--- src/rtl/mbx_route_collect.sv ---
module mbx_route_collect #(
  parameter int NCH = 9,
  parameter int DW = 32,
  parameter int AW = 8,
  parameter logic [DW-1:0] INVALID_WORD = '1,
  parameter logic [AW-1:0] SEND_BASE = 8'hA0
) (
  input  logic              clk,
  input  logic              rst_n,
  input  logic              wr_en,
  input  logic [AW-1:0]     wr_addr,
  input  logic [DW-1:0]     wr_data,
  input  logic              obq_full,
  output logic              obq_push,
  output logic [DW-1:0]     obq_data,
  input  logic [NCH-1:0]    ch_busy,
  output logic [NCH-1:0]    ch_wstb,
  output logic [DW-1:0]     ch_wdata,
  input  logic [NCH-1:0]    ch_avail,
  input  logic [NCH*DW-1:0] ch_resp,
  output logic [NCH-1:0]    ch_ack,
  input  logic              ibq_full,
  output logic              ibq_push,
  output logic [DW-1:0]     ibq_data
);
  localparam int CHW = 4;
  localparam logic [AW-1:0] SLOT_MASK = AW'(12);

  logic          req_v;
  logic [DW-1:0] req_word;
  logic [CHW-1:0] req_ch;
  logic [15:0]   busy_ext;
  logic          ch_ok, busy_sel, go, deliver;
  logic          is_send;

  assign is_send = wr_en && ((wr_addr & ~SLOT_MASK) == SEND_BASE);

  always_ff @(posedge clk or negedge rst_n) begin
    if (!rst_n) begin
      req_v    <= 1'b0;
      req_word <= '0;
    end else begin
      req_v <= is_send;
      if (is_send) req_word <= wr_data;
    end
  end

  assign req_ch   = req_word[CHW-1:0];
  assign busy_ext = 16'(ch_busy);
  assign busy_sel = busy_ext[req_ch];
  assign ch_ok    = 32'(req_ch) < NCH;
  assign go       = req_v && !obq_full && ch_ok;
  assign deliver  = go && !busy_sel;

  assign obq_push = go && busy_sel;
  assign obq_data = req_word;
  assign ch_wdata = req_word;

  for (genvar i = 0; i < NCH; i++) begin : g_wstb
    assign ch_wstb[i] = deliver && (req_ch == CHW'(i));
  end

  logic [NCH-1:0] pick;
  logic [DW-1:0]  sel_word;
  logic           collect;

  assign pick    = ch_avail & (~ch_avail + NCH'(1));
  assign collect = !ibq_full && (|ch_avail);
  assign ch_ack  = collect ? pick : '0;

  always_comb begin
    sel_word = '0;
    for (int i = 0; i < NCH; i++)
      if (pick[i]) sel_word = sel_word | ch_resp[i*DW +: DW];
  end

  assign ibq_data = sel_word;
  assign ibq_push = collect && (sel_word != INVALID_WORD);
endmodule

--- config.mk ---
export PLATFORM = sky130hd
export DESIGN_NAME = mbx_route_collect
export DESIGN_NICKNAME = d
export VERILOG_FILES = /design/src/rtl/mbx_route_collect.sv
export SDC_FILE = /design/constraint.sdc
export NUM_CORES = 1
export LEC_CHECK = 0
export BUFFER_PORTS_ARGS = -buffer_cell sky130_fd_sc_hd__buf_2
export CAP_MARGIN = 15
export CORE_AREA = 2 2 183 185
export CTS_CLUSTER_DIAMETER = 40
export DETAILED_ROUTE_END_ITERATION = 8
export DIE_AREA = 0 0 185 187
export PLACE_DENSITY = 0.36
export SLEW_MARGIN = 20
export SYNTH_ARGS = -nofsm -noshare
export SYNTH_HDL_FRONTEND = slang
export SYNTH_SLANG_ARGS = --single-unit
--- constraint.sdc ---
create_clock -name clk -period 4.4 [get_ports clk]
set_input_delay 0.22 -clock clk [delete_from_list [all_inputs] [get_ports clk]]
set_output_delay 0.22 -clock clk [all_outputs]
set_load 0.03 [all_outputs]
==> flow_summary.yaml <==
cts:
  cts-root-buf: "clkbuf_16"
  path_clk_slew_ns: 0.06
  cts_hold_buffers: 0
  cts_resized: 0
  clk-insertion-delay-late_ns: 0.28
  numCtsBuffers: 5
  htree_levels: 2
  post-cts-setup-buffers: 0
  clock_path_buffers: 2
  clkSinkCount: 33
  cts_tree: "done"
worst_setup_path:
  startpoint_type: "primary input"
  critPathMaxFanout: 33
  cp_data_arrival_time_ns: 3.14
  worstPathRequired_ns: 4.18
  critPathCaptureType: "output pin"
  crit_type: "in2out"
placed_design:
  place_congestion: 0.8558
  dp_hpwl_um: 22390
  portBuffers: 464
logic_synthesis:
  synthDistinctLibCells: 37
  ys_ff_latch: 33
  synth.avg_cell_area_um2: 8.140
  ys_warn_count: 0
  synthesis.nets: 881
  synth_sequential_area_ratio_pct: 19.14
  syn_area_um2: 4314
  async_reset_ff_share_pct: 100.0
  synthFlopType: "dfrtp_1"
  syn_inst: 530
  synth_edf_count: 0
detailed_routing:
  drc: 0
  wl_per_cell_um: 19.97
  via_per_inst: 4.330
  drtIter0Drc: 294
  vias: 5975
  first_pass_iters: 4
  drt-total-wl_um: 27550
  antenna_left: 0
timing:
  rsz0062_at_grt: "no"
  slew-limit-headroom_pct: 31.45
  tightest_slew_ns: 1.023
  max_freq_ghz: 0.2972
  fin_skew_ns: 0
  finalSetupViolations: 0
  fin_setup_tns_ns: 0
  finalCriticalPeriod_ns: 3.364
  finalHoldViolations: 0
  hold_ws_ns: 0.001585
  fin_crit_sh_pct: 76.46
  maxSlewViolCount: 0
final_layout:
  final_core_util_pct: 21.26
  n_fill_cell: 3774
  multi_input_area_um2: 3003
  final_nets: 1274
  area_delta_synth_final_pct: 61.92
  drive_gt1_share_pct: 56.60
  seqCellArea_um2: 825.8
global_route:
  antenna_found_initial: 14
  grt_use_total_pct: 14.77
  grt_pass1_wl_um: 37940
  grt_max_degree: 69
  grt_pass1_vias: 5871
  grt_remaining_overflow: 0
floorplan:
  rows: 67
  die_x_um: 185
  core-area_um2: 32860
  io_pins: 467
  die_y_um: 187
  start_util_pct: 13.13
  fp.dieArea_um2: 34600
worst_hold_path:
  hp-class: "in2async"
power:
  ir_drop_mv: 0.3375
  p_leak_nw: 3.488
  power.density_nw_per_um2: 227.5
  p_total_w: 0.001589
outcome:
  status: "completed"
run:
  cap_viol_max_count: 0
==> cells by family after synthesis <==
logic type / Yosys count / synth area share [%]
AND/OR/NAND/NOR: 209 / 30.10
AO/OA/AOI/OAI: 164 / 29.44
buffers and inverters: 89 / 11.69
multiplexers: 35 / 9.629
flip-flops: 33 / 19.14
==> synthesized netlist by cell type, types with 2 or more instances <==
| cell | count | area share (%) |
|---|---|---|
| clkbuf_1 | 42 | 3.7 |
| nand2_1 | 35 | 3.0 |
| dfrtp_1 | 33 | 19 |
| buf_2 | 4 | 0.46 |
| and3_1 | 2 | 0.29 |
| nor2b_1 | 33 | 4.8 |
| a221o_2 | 3 | 0.78 |
| nand2b_1 | 4 | 0.58 |
| nor2_1 | 9 | 0.78 |
| a221o_1 | 29 | 6.7 |
| mux2_2 | 32 | 8.4 |
| mux4_2 | 2 | 1.0 |
| and2_1 | 36 | 5.2 |
| nand3b_1 | 64 | 11 |
| a2111o_1 | 32 | 8.4 |
| nor3_1 | 4 | 0.46 |
| nor4b_1 | 3 | 0.61 |
| buf_4 | 38 | 6.6 |
| nand4_1 | 8 | 1.2 |
| buf_6 | 3 | 0.78 |
| a21oi_1 | 65 | 7.5 |
| nor4_1 | 3 | 0.44 |
| a211oi_1 | 32 | 5.6 |
==> stage by stage <==
step	std cells	setup WS, ns	instance area [µm²]
6_report	1380	1.036	6985
3_3_place_gp	1364	1.017	6790
3_5_place_dp	1364	0.9934	6790
5_1_grt	1378	0.8071	6980
2_1_floorplan	530	1.566	4314
4_1_cts	1372	0.9992	6963
==> critical path: stages <==
cell and delay, ns:
buf_2 0.10, or4_2 0.98, nor2_4 0.21, and4b_1 0.20
buf_4 0.37, a221o_1 0.31, nand4_1 0.13, nor4_1 0.28
a21boi_1 0.10, buf_2 0.20
==> cell usage in the layout (no fill, tap or decap), types with 4 or more instances in the layout <==
| cell | netlist | final |
|---|---|---|
| a2111o_1 | 32 | 32 |
| nand2_1 | 35 | 35 |
| buf_4 | 38 | 11 |
| nand2b_1 | 4 | 4 |
| mux2_2 | 32 | 32 |
| nor2b_1 | 33 | 33 |
| nand3b_1 | 64 | 64 |
| nand4_1 | 8 | 8 |
| diode_2 | 0 | 8 |
| dfrtp_1 | 33 | 33 |
| clkbuf_16 | 0 | 5 |
| buf_2 | 4 | 463 |
| nor2_1 | 9 | 9 |
| a21oi_1 | 65 | 65 |
| nor3_1 | 4 | 4 |
| a211oi_1 | 32 | 32 |
| and2_1 | 36 | 36 |
| a221o_1 | 29 | 29 |
==> path summary, 6_finish.rpt <==
| kind | start | end | slack, ns | cells past startpoint |
|---|---|---|---|---|
| hold / removal | rst_n | ch_wdata[25] | 0.002 | 1 |
| max in group asynchronous | rst_n | ch_wdata[27] | 3.92 | 1 |
| min in group clk | wr_data[19] | ch_wdata[19] | 0.17 | 2 |
| setup reg to reg | ch_wdata[1] | ch_wdata[1] | 3.48 | 1 |
| hold reg to reg | ch_wdata[9] | ch_wdata[9] | 0.53 | 1 |
| setup / recovery | ch_avail[0] | ibq_push | 1.04 | 10 |
==> routing by layer <==
layer,part of all wire [%],global-route usage (%)
met1,38,16.52
met2,50,27.24
met3,9.5,3.563
met4,2.0,4.609
met5,0.37,0
==> sequential cells by signal, summed over array words and instances (netlist names) <==
signal    flops
ch_wdata     32
req_v         1
==> power by group <==
group	leakage (nW)	switching (W)	internal, W	total [W]
clock network	0.0842	0.000128	0.000283	0.000411
logic	2.96	0.000480	0.000313	0.000793
registers	0.439	0.0000427	0.000343	0.000386
total	3.49	0.000651	0.000939	0.00159
==> cell type report <==
| type | instances | share of cell area [%] |
|---|---|---|
| Tap cell | 448 | 8.024 |
| Inverter | 1 | 0.05373 |
| Clock buffer | 7 | 2.042 |
| Timing Repair Buffer | 474 | 34.35 |
| Clock inverter | 1 | 0.4299 |
| Antenna cell | 8 | 0.2866 |
| Sequential cell | 33 | 11.82 |
| Multi-Input combinational cell | 408 | 42.99 |
(Power assumes the default switching activity.)
